## src/rtl/vc_pkg.sv

```systemverilog
package vc_pkg;
  parameter int unsigned VC_ENTRIES = 4;
  parameter int unsigned VC_ADDR_W  = 20;
  parameter int unsigned VC_DATA_W  = 32;

  function automatic int unsigned idx_width(input int unsigned n);
    return (n > 1) ? $clog2(n) : 1;
  endfunction
endpackage

```

## src/rtl/vc_match.sv

```systemverilog
module vc_match #(
  parameter int unsigned ENTRIES = 4,
  parameter int unsigned ADDR_W  = 20,
  localparam int unsigned IW     = vc_pkg::idx_width(ENTRIES)
) (
  input  logic [ENTRIES-1:0]             valid,
  input  logic [ENTRIES-1:0][ADDR_W-1:0] tags,
  input  logic [ADDR_W-1:0]              key,
  output logic [ENTRIES-1:0]             match,
  output logic                           any,
  output logic [IW-1:0]                  idx
);
  for (genvar g = 0; g < ENTRIES; g++) begin : g_cmp
    assign match[g] = valid[g] && (tags[g] == key);
  end

  assign any = |match;

  always_comb begin
    idx = '0;
    for (int i = 0; i < ENTRIES; i++) begin
      if (match[i]) idx = IW'(i);
    end
  end
endmodule

```

## src/rtl/vc_alloc.sv

```systemverilog
module vc_alloc #(
  parameter int unsigned ENTRIES = 4,
  localparam int unsigned IW     = vc_pkg::idx_width(ENTRIES)
) (
  input  logic [ENTRIES-1:0] valid,
  input  logic [IW-1:0]      ptr,
  output logic [IW-1:0]      slot,
  output logic               full
);
  logic [IW-1:0] free_idx;

  always_comb begin
    free_idx = '0;
    for (int i = ENTRIES - 1; i >= 0; i--) begin
      if (!valid[i]) free_idx = IW'(i);
    end
  end

  assign full = &valid;
  assign slot = full ? ptr : free_idx;
endmodule

```

## src/rtl/vcache_top.sv

```systemverilog
module vcache_top #(
  parameter int unsigned ENTRIES = vc_pkg::VC_ENTRIES,
  parameter int unsigned ADDR_W  = vc_pkg::VC_ADDR_W,
  parameter int unsigned DATA_W  = vc_pkg::VC_DATA_W
) (
  input  logic              clk,
  input  logic              rst_n,
  input  logic              lk_valid,
  input  logic [ADDR_W-1:0] lk_baddr,
  output logic              lk_hit,
  output logic [DATA_W-1:0] lk_data,
  output logic              lk_dirty,
  input  logic              swap_go,
  input  logic              disp_valid,
  input  logic [ADDR_W-1:0] disp_baddr,
  input  logic [DATA_W-1:0] disp_data,
  input  logic              disp_dirty,
  input  logic              ins_valid,
  input  logic [ADDR_W-1:0] ins_baddr,
  input  logic [DATA_W-1:0] ins_data,
  input  logic              ins_dirty,
  output logic              wb_valid,
  output logic [ADDR_W-1:0] wb_baddr,
  output logic [DATA_W-1:0] wb_data
);
  localparam int unsigned IW = vc_pkg::idx_width(ENTRIES);
  localparam logic [IW-1:0] LAST = IW'(ENTRIES - 1);

  logic [ENTRIES-1:0]             v_q, v_n;
  logic [ENTRIES-1:0]             d_q, d_n;
  logic [ENTRIES-1:0][ADDR_W-1:0] tag_q, tag_n;
  logic [ENTRIES-1:0][DATA_W-1:0] dat_q, dat_n;
  logic [IW-1:0]                  ptr_q, ptr_n;
  logic                           wbv_q, wbv_n;
  logic [ADDR_W-1:0]              wba_q, wba_n;
  logic [DATA_W-1:0]              wbd_q, wbd_n;

  logic [ENTRIES-1:0] lk_match, ins_match;
  logic               lk_any, ins_any;
  logic [IW-1:0]      lk_idx, ins_idx, alloc_slot;
  logic               alloc_full;
  logic               swap_en, ins_en, upd_en;

  vc_match #(.ENTRIES(ENTRIES), .ADDR_W(ADDR_W)) u_lk_match (
    .valid(v_q), .tags(tag_q), .key(lk_baddr),
    .match(lk_match), .any(lk_any), .idx(lk_idx)
  );

  vc_match #(.ENTRIES(ENTRIES), .ADDR_W(ADDR_W)) u_ins_match (
    .valid(v_q), .tags(tag_q), .key(ins_baddr),
    .match(ins_match), .any(ins_any), .idx(ins_idx)
  );

  vc_alloc #(.ENTRIES(ENTRIES)) u_alloc (
    .valid(v_q), .ptr(ptr_q), .slot(alloc_slot), .full(alloc_full)
  );

  assign lk_hit   = lk_valid && lk_any;
  assign lk_data  = dat_q[lk_idx];
  assign lk_dirty = d_q[lk_idx];

  // swap has priority; a concurrent insert is dropped
  assign swap_en = swap_go && lk_hit;
  assign ins_en  = ins_valid && !swap_en;
  assign upd_en  = swap_en || ins_en;

  always_comb begin
    v_n   = v_q;
    d_n   = d_q;
    tag_n = tag_q;
    dat_n = dat_q;
    ptr_n = ptr_q;
    wbv_n = 1'b0;
    wba_n = wba_q;
    wbd_n = wbd_q;
    if (swap_en) begin
      v_n[lk_idx]   = disp_valid;
      d_n[lk_idx]   = disp_valid && disp_dirty;
      tag_n[lk_idx] = disp_baddr;
      dat_n[lk_idx] = disp_data;
    end else if (ins_en) begin
      if (ins_any) begin
        dat_n[ins_idx] = ins_data;
        d_n[ins_idx]   = d_q[ins_idx] | ins_dirty;
      end else begin
        if (alloc_full) begin
          ptr_n = (ptr_q == LAST) ? '0 : ptr_q + 1'b1;
          if (d_q[alloc_slot]) begin
            wbv_n = 1'b1;
            wba_n = tag_q[alloc_slot];
            wbd_n = dat_q[alloc_slot];
          end
        end
        v_n[alloc_slot]   = 1'b1;
        d_n[alloc_slot]   = ins_dirty;
        tag_n[alloc_slot] = ins_baddr;
        dat_n[alloc_slot] = ins_data;
      end
    end
  end

  always_ff @(posedge clk or negedge rst_n) begin
    if (!rst_n) begin
      v_q   <= '0;
      d_q   <= '0;
      ptr_q <= '0;
      wbv_q <= 1'b0;
    end else begin
      wbv_q <= wbv_n;
      if (upd_en) begin
        v_q   <= v_n;
        d_q   <= d_n;
        ptr_q <= ptr_n;
      end
    end
  end

  always_ff @(posedge clk) begin
    if (upd_en) begin
      tag_q <= tag_n;
      dat_q <= dat_n;
    end
    if (wbv_n) begin
      wba_q <= wba_n;
      wbd_q <= wbd_n;
    end
  end

  assign wb_valid = wbv_q;
  assign wb_baddr = wba_q;
  assign wb_data  = wbd_q;
endmodule

```

## config.mk

```make
export PLATFORM = sky130hd
export DESIGN_NAME = vcache_top
export DESIGN_NICKNAME = d
export VERILOG_FILES = /design/src/rtl/vc_pkg.sv /design/src/rtl/vc_match.sv /design/src/rtl/vc_alloc.sv /design/src/rtl/vcache_top.sv
export SDC_FILE = /design/constraint.sdc
export NUM_CORES = 1
export LEC_CHECK = 0
export ABC_AREA = 1
export CORE_AREA = 2 2 255 257
export CTS_CLUSTER_DIAMETER = 150
export DETAILED_ROUTE_END_ITERATION = 16
export DIE_AREA = 0 0 257 259
export GPL_TIMING_DRIVEN = 1
export PLACE_DENSITY = 0.54
export SLEW_MARGIN = 20
export SYNTH_ARGS = -nofsm -noshare
export SYNTH_HDL_FRONTEND = slang
export SYNTH_SLANG_ARGS = --single-unit
```

## constraint.sdc

```tcl
create_clock -name clk -period 10.6 [get_ports clk]
set_clock_uncertainty 0.1 [all_clocks]
set_input_delay 2.12 -clock clk [delete_from_list [all_inputs] [get_ports clk]]
set_output_delay 2.12 -clock clk [all_outputs]
set_load 0.02 [all_outputs]
```

Word-level counts from Yosys, hierarchy flattened

Index checks and enable logic that the tools add are counted.

Bits in read-only memories: 0
Bits in writable memories: 0
Latch bits: 0
Memories: 0
Input bits: 132
Word-level logic and storage cells: 126
Bits in registers: 271
Output and inout port bits: 87

Bitwise logic cells: 4
Multiplexer cells: 66
Eq/ne operators: 10
Order comparisons: 6
$mul: 0
Divide/modulo/power cells: 0
Reductions and logical operators: 25
Shift-type cells: 0
Add/sub/neg operators: 1

Operators with widths:

| operator                                                                             | number |
|---|---|
| 128-bit bitwise mux                                                                  | 3 |
| 128-bit two-way mux                                                                  | 3 |
| 80-bit two-way mux                                                                   | 3 |
| 32-bit demux with 2-bit select                                                       | 3 |
| 80-bit bitwise mux                                                                   | 2 |
| 20-bit equality test                                                                 | 8 |
| 32-bit two-way mux                                                                   | 5 |
| 32-bit binary-select mux with 2-bit select                                           | 2 |
| 20-bit demux with 2-bit select                                                       | 2 |
| 20-bit two-way mux                                                                   | 3 |
| 20-bit binary-select mux with 2-bit select                                           | 1 |
| 4-bit two-way mux                                                                    | 6 |
| 2-bit two-way mux                                                                    | 10 |
| 4-bit bitwise mux                                                                    | 4 |
| 1-bit logical AND                                                                    | 15 |
| 1-bit two-way mux                                                                    | 13 |
| 2-bit by 3-bit less-than comparator with 1-bit output (second input constant)        | 3 |
| 9-bit AND reduction                                                                  | 1 |
| 8-bit AND reduction                                                                  | 1 |
| 4-bit OR reduction                                                                   | 2 |
| 1-bit binary-select mux with 2-bit select                                            | 3 |
| 1-bit demux with 2-bit select                                                        | 3 |
| 2-bit by 1-bit greater-or-equal comparator with 1-bit output (second input constant) | 3 |
| 4-bit OR                                                                             | 1 |
| 11 further kinds                                                                     | 12 |

Longest topological paths before layout

Word-level depth: 13
Mapped depth: 19
Depth with buffers taken out: 17

Hierarchy

A second synthesis with hierarchy kept.

Cells, all modules: 1,820
Area total of the unflattened synthesis: 15,632.5 µm²

By module, submodules not included:

| module     | cells each | area an instance (µm²) | instances | sequential area each (µm²) |
|---|---|---|---|---|
| vcache_top | 1,067      | 12,598.3               | 1         | 8,082.8 |
| vc_match   | 371        | 1,495.2                | 2         | 0.0 |
| vc_alloc   | 11         | 43.8                   | 1         | 0.0 |

Least setup slack after synthesis

Ideal clock, no wire load.

Kind: input to register
Start point: input ins_baddr[13]
End point: register wba_q[0], in the netlist wb_baddr[0], enable pin
Data required time: 10.038 ns
Library setup time: 0.462 ns
Stages: 14
Buffers on the path: 1
Data arrival time: 5.499 ns
Slack: 4.539 ns
Cell sequence: buf_2 > inv_1 > nand2_1 > nand2_1 > nor2_1 > nand2_1 > nor2_1 > nand3_1 > nand2_1 > nor2_2 > nand2_1 > nor2_1 > inv_2 > nor2_1

Word-level cells in the longest chain between the ends: 7
Elaborated cells between the ends (all ways): 14
Classes of those cells: eq/ne: 4; mux: 3; bitwise: 1; reduce/logical: 6

RTL lines:

| item                                     | RTL line          | RTL |
|---|---|---|
| start, declared                          | vcache_top.sv:19  | `input logic [ADDR_W-1:0] ins_baddr,` |
| 20-bit equality test                     | vc_match.sv:14    | `assign match[g] = valid[g] && (tags[g] == key);` |
| 1-bit logical AND                        | vc_match.sv:14    |  |
| 4-bit OR reduction (*)                   | vc_match.sv:17    | `assign any = \|match;` |
| 1-bit two-way mux                        | vcache_top.sv:82  | `if (ins_any) begin` |
| 1-bit two-way mux                        | vcache_top.sv:81  | `end else if (ins_en) begin` |
| 1-bit two-way mux                        | vcache_top.sv:76  | `if (swap_en) begin` |
| 9-bit AND reduction (no source line) (*) | -                 |  |
| end signal, assigned                     | vcache_top.sv:124 | `wba_q <= wba_n;` |
| end, declared                            | vcache_top.sv:35  | `logic [ADDR_W-1:0] wba_q, wba_n;` |

Mark *: on every way between the ends. The rest lies on a longest branch, timed or not.
A chain may end at the register's enable or synchronous reset.

Worst setup path in the final report

Start point: input lk_baddr[3]
End point: output lk_data[30]

Word-level cells in the longest chain between the ends: 7
Elaborated cells between the ends (all ways): 11
Classes of those cells: eq/ne: 3; mux: 5; reduce/logical: 3

RTL lines:

| item                                           | RTL line         | RTL |
|---|---|---|
| start, declared                                | vcache_top.sv:9  | `input logic [ADDR_W-1:0] lk_baddr,` |
| 20-bit equality test                           | vc_match.sv:14   |  |
| 1-bit logical AND                              | vc_match.sv:14   |  |
| 1-bit two-way mux                              | vc_match.sv:22   | `if (match[i]) idx = IW'(i);` |
| 2-bit two-way mux                              | vc_match.sv:22   |  |
| 2-bit two-way mux (*)                          | vc_match.sv:22   |  |
| 32-bit binary-select mux with 2-bit select (*) | vcache_top.sv:59 | `assign lk_data = dat_q[lk_idx];` |
| 32-bit two-way mux (not written as such) (*)   | vcache_top.sv:59 |  |
| end, declared                                  | vcache_top.sv:11 | `output logic [DATA_W-1:0] lk_data,` |

Mark *: on every way between the ends. The rest lies on a longest branch, timed or not. The select of a mux whose other input is x is not followed.

==> results.ini <==
[layout]
syn_to_final_growth_pct = 23.47
drive_gt1_share_pct = 5.216
nFillCells = 6723
num-nets-final = 2678
layout_commonest_cell = nand2_1
final_cell_mix = nand2_1, inv_1, edfxtp_1

[logic_synthesis]
syn_area_um2 = 17750
async_flop_share_pct = 4.059
syn-num-nets = 2506
synth_edf_count = 260
ys_warn_count = 0
synth-seq-area-share_pct = 45.53
yosys_most_used_dff = edfxtp_1
synthCells = 2373
ys_ff_latch = 271
synth.distinct_cells = 42
syn_area_per_cell_um2 = 7.481

[floorplan]
core_um2 = 63880
rows = 93
die_h_um = 259
die_width_um = 257
io_pins = 219
dieArea_um2 = 66560
initial_core_util_pct = 27.79

[grt]
grt_usage_pct = 25.77
grtUsageMet1_pct = 33.98
use_met3_pct = 4.638
met2_usage_pct = 42.81
grt_pass1_vias = 18320
grt_max_degree = 76
grt_busiest_layer = met2
grt_antenna_before_repair = 8
grt_pass1_wl_mm = 126.7
grt.overflow.total = 0

[clocking]
cts_tree = done
cts_buffers = 30
clk_path_buf_depth = 3
cts_setup_buffers = 0
cts.sinks = 271
cts_hold_buf = 0
post_cts_resized = 0
clk_latency_ps = 590
cts.htree.levels = 1
clk_pin_slew_worst_paths_ps = 60
cts_root_buf = clkbuf_16

[worst_setup_path]
crit_buf_inv = 7
slowest_delay_ps = 690
crit_path_max_fanout = 36
crit_chain = clkdlybuf4s50_1, inv_2, nand2_1, nand2_1, nor2_1, nand3_1, nor2_1, nand3_2, buf_4, inv_1, nor2_1, inv_1, buf_4, o22ai_1, a31oi_1, nand2_1, clkdlybuf4s50_1
r2r-start = tag_q[59]$_DFFE_PP_
end_kind = primary output
required_ps = 8380
cp.arrival_ps = 6130
slowest_stage = clkdlybuf4s50_1
rrSetupSlack_ps = 5380
start_kind = primary input
path_class = primary input to primary output
r2r-end = wb_baddr[12]$_DFFE_PP_
reg2reg_depth = 16
cp_top_family = buffers and inverters

[timing]
worstMarginPinSlew_ps = 1175
finalMaxSlewViolations = 0
relSlewSlack_pct = 21.68
hold_viol = 0
setup_violations = 0
fin_crit_sh_pct = 78.77
post-route-min-period_ps = 8350
setup_tns_ps = 0
rsz0062_at_grt = false
worst_slack_ps = 2250
fmax_mhz = 119.8

[detailed_routing]
via_per_inst = 5.483
drc = 0
dr.pass1.iters = 6
final_antenna_net_count = 0
wl_per_cell_um = 25.89
wirelength_mm = 88.66
vias = 18780
drt_iter0_drc = 2418

[hold_path]
hold_path_startpoint = d_q[3]$_DFFE_PN0P_
hold_path_class = flip-flop to flip-flop
hold_end = d_q[3]$_DFFE_PN0P_
whs_path_depth = 2

[power_and_ir_drop]
ir_drop_v = 0.0001330
power.density_nw_per_um2 = 193.8
p_leak_nw = 9.446

[placement]
dp_slack_ps = 2302
place_hpwl_mm = 64.07
gp_congestion = 1.045
port_buffers = 218

[run_status]
status = finished, final reports clean

[job]
drv_cap = 0

[through the flow]
step / hold WS [ps] / power [mW] / std cells / utilization [%] / cell area, um2
after detailed placement: 457.2 / 3.042 / 3368 / 32.56 / 20800
final: 482.6 / 4.249 / 3425 / 34.31 / 21920
after global routing: 503.7 / 4.415 / 3424 / 34.31 / 21920
after CTS: 470.5 / 4.246 / 3424 / 34.31 / 21920
after floorplan: 394.9 / 2.382 / 2373 / - / 17750
after global placement: 417.7 / 3.039 / 3368 / 32.55 / 20800
[state kept, by name, summed over array words and instances (netlist names)]
signal    cells
dat_q       128
tag_q        80
wb_data      32
wb_baddr     20
d_q           4
v_q           4
ptr_q         2
wb_valid      1
[how the worst max path moves through the flow]
stage,startpoint,endpoint,slack (ps),cells after the start
after floorplan,ins_baddr[13],wb_baddr[0]$_DFFE_PP_,4540,14
after global placement,lk_baddr[3],lk_data[30],2290,17
after detailed placement,lk_baddr[3],lk_data[30],2300,17
after CTS,lk_baddr[3],lk_data[30],2280,17
after global routing,lk_baddr[3],lk_data[6],2000,17
final,lk_baddr[3],lk_data[30],2250,17
[synth_stat cells, types with 2 or more instances]
library cell,number,share of area (%)
a21oi_1,30,0.85
a22oi_1,52,2.2
a31oi_1,15,0.53
and2_1,3,0.11
and3_1,3,0.11
buf_1,3,0.063
buf_2,39,1.1
buf_4,5,0.21
buf_6,2,0.13
clkbuf_1,54,1.1
dfrtp_1,11,1.6
edfxtp_1,260,44
inv_1,309,6.5
inv_2,28,0.59
nand2_1,783,17
nand2_2,3,0.11
nand3_1,103,2.9
nand3_2,4,0.23
nand3b_1,6,0.25
nand4_1,46,1.6
nor2_1,226,4.8
nor2_2,4,0.14
nor3_1,18,0.51
nor3b_1,5,0.21
nor4_1,2,0.070
o21ai_0,129,3.6
o21ai_1,19,0.54
o221ai_1,52,2.6
o22ai_1,84,3.0
o32ai_1,41,2.0
xnor2_1,15,0.74
xor2_1,9,0.44
[cell families (layout without fill, tap and decap cells)]
family,after synthesis,in the layout,share of synthesized area [%]
other cells,0,1,0
xor+xnor,24,24,1.184
flops,271,271,45.53
simple gates,1211,1211,27.97
compound gates,426,426,15.48
buf+inv,440,636,9.769
fa+ha+maj,1,1,0.07047
[cell type report]
cell class / instances / area, um2 / share of cell area, %
well taps: 855 / 1070 / 4.881
multi-input cells: 1662 / 8011 / 36.55
clock inverters: 23 / 334.1 / 1.524
flip-flops and latches: 271 / 8083 / 36.88
inverters: 337 / 1265 / 5.771
clock buffers: 33 / 783.3 / 3.573
diodes: 1 / 2.502 / 0.01142
repair buffers: 243 / 2370 / 10.81
[where the power goes]
group / internal [mW] / total (mW) / switching, mW
Sequential: 1.45 / 1.58 / 0.128
Clock: 0.728 / 1.20 / 0.472
Combinational: 0.440 / 1.47 / 1.03
Total: 2.62 / 4.25 / 1.63
[routing by layer]
layer	vias up	share of wire, %
met1	9010	40
met3	192	10
met4	16	3.5
met2	1202	46
met5	-	0.12
li1	8360	-
[worst min-delay path, delay by kind of cell, from the launching register on]
family / cells / cell delay, ps
flip-flops: 1 / 350
AND/OR/NAND/NOR: 1 / 50
AO/OA/AOI/OAI: 1 / 130
Power figures use the tool's default switching activity.
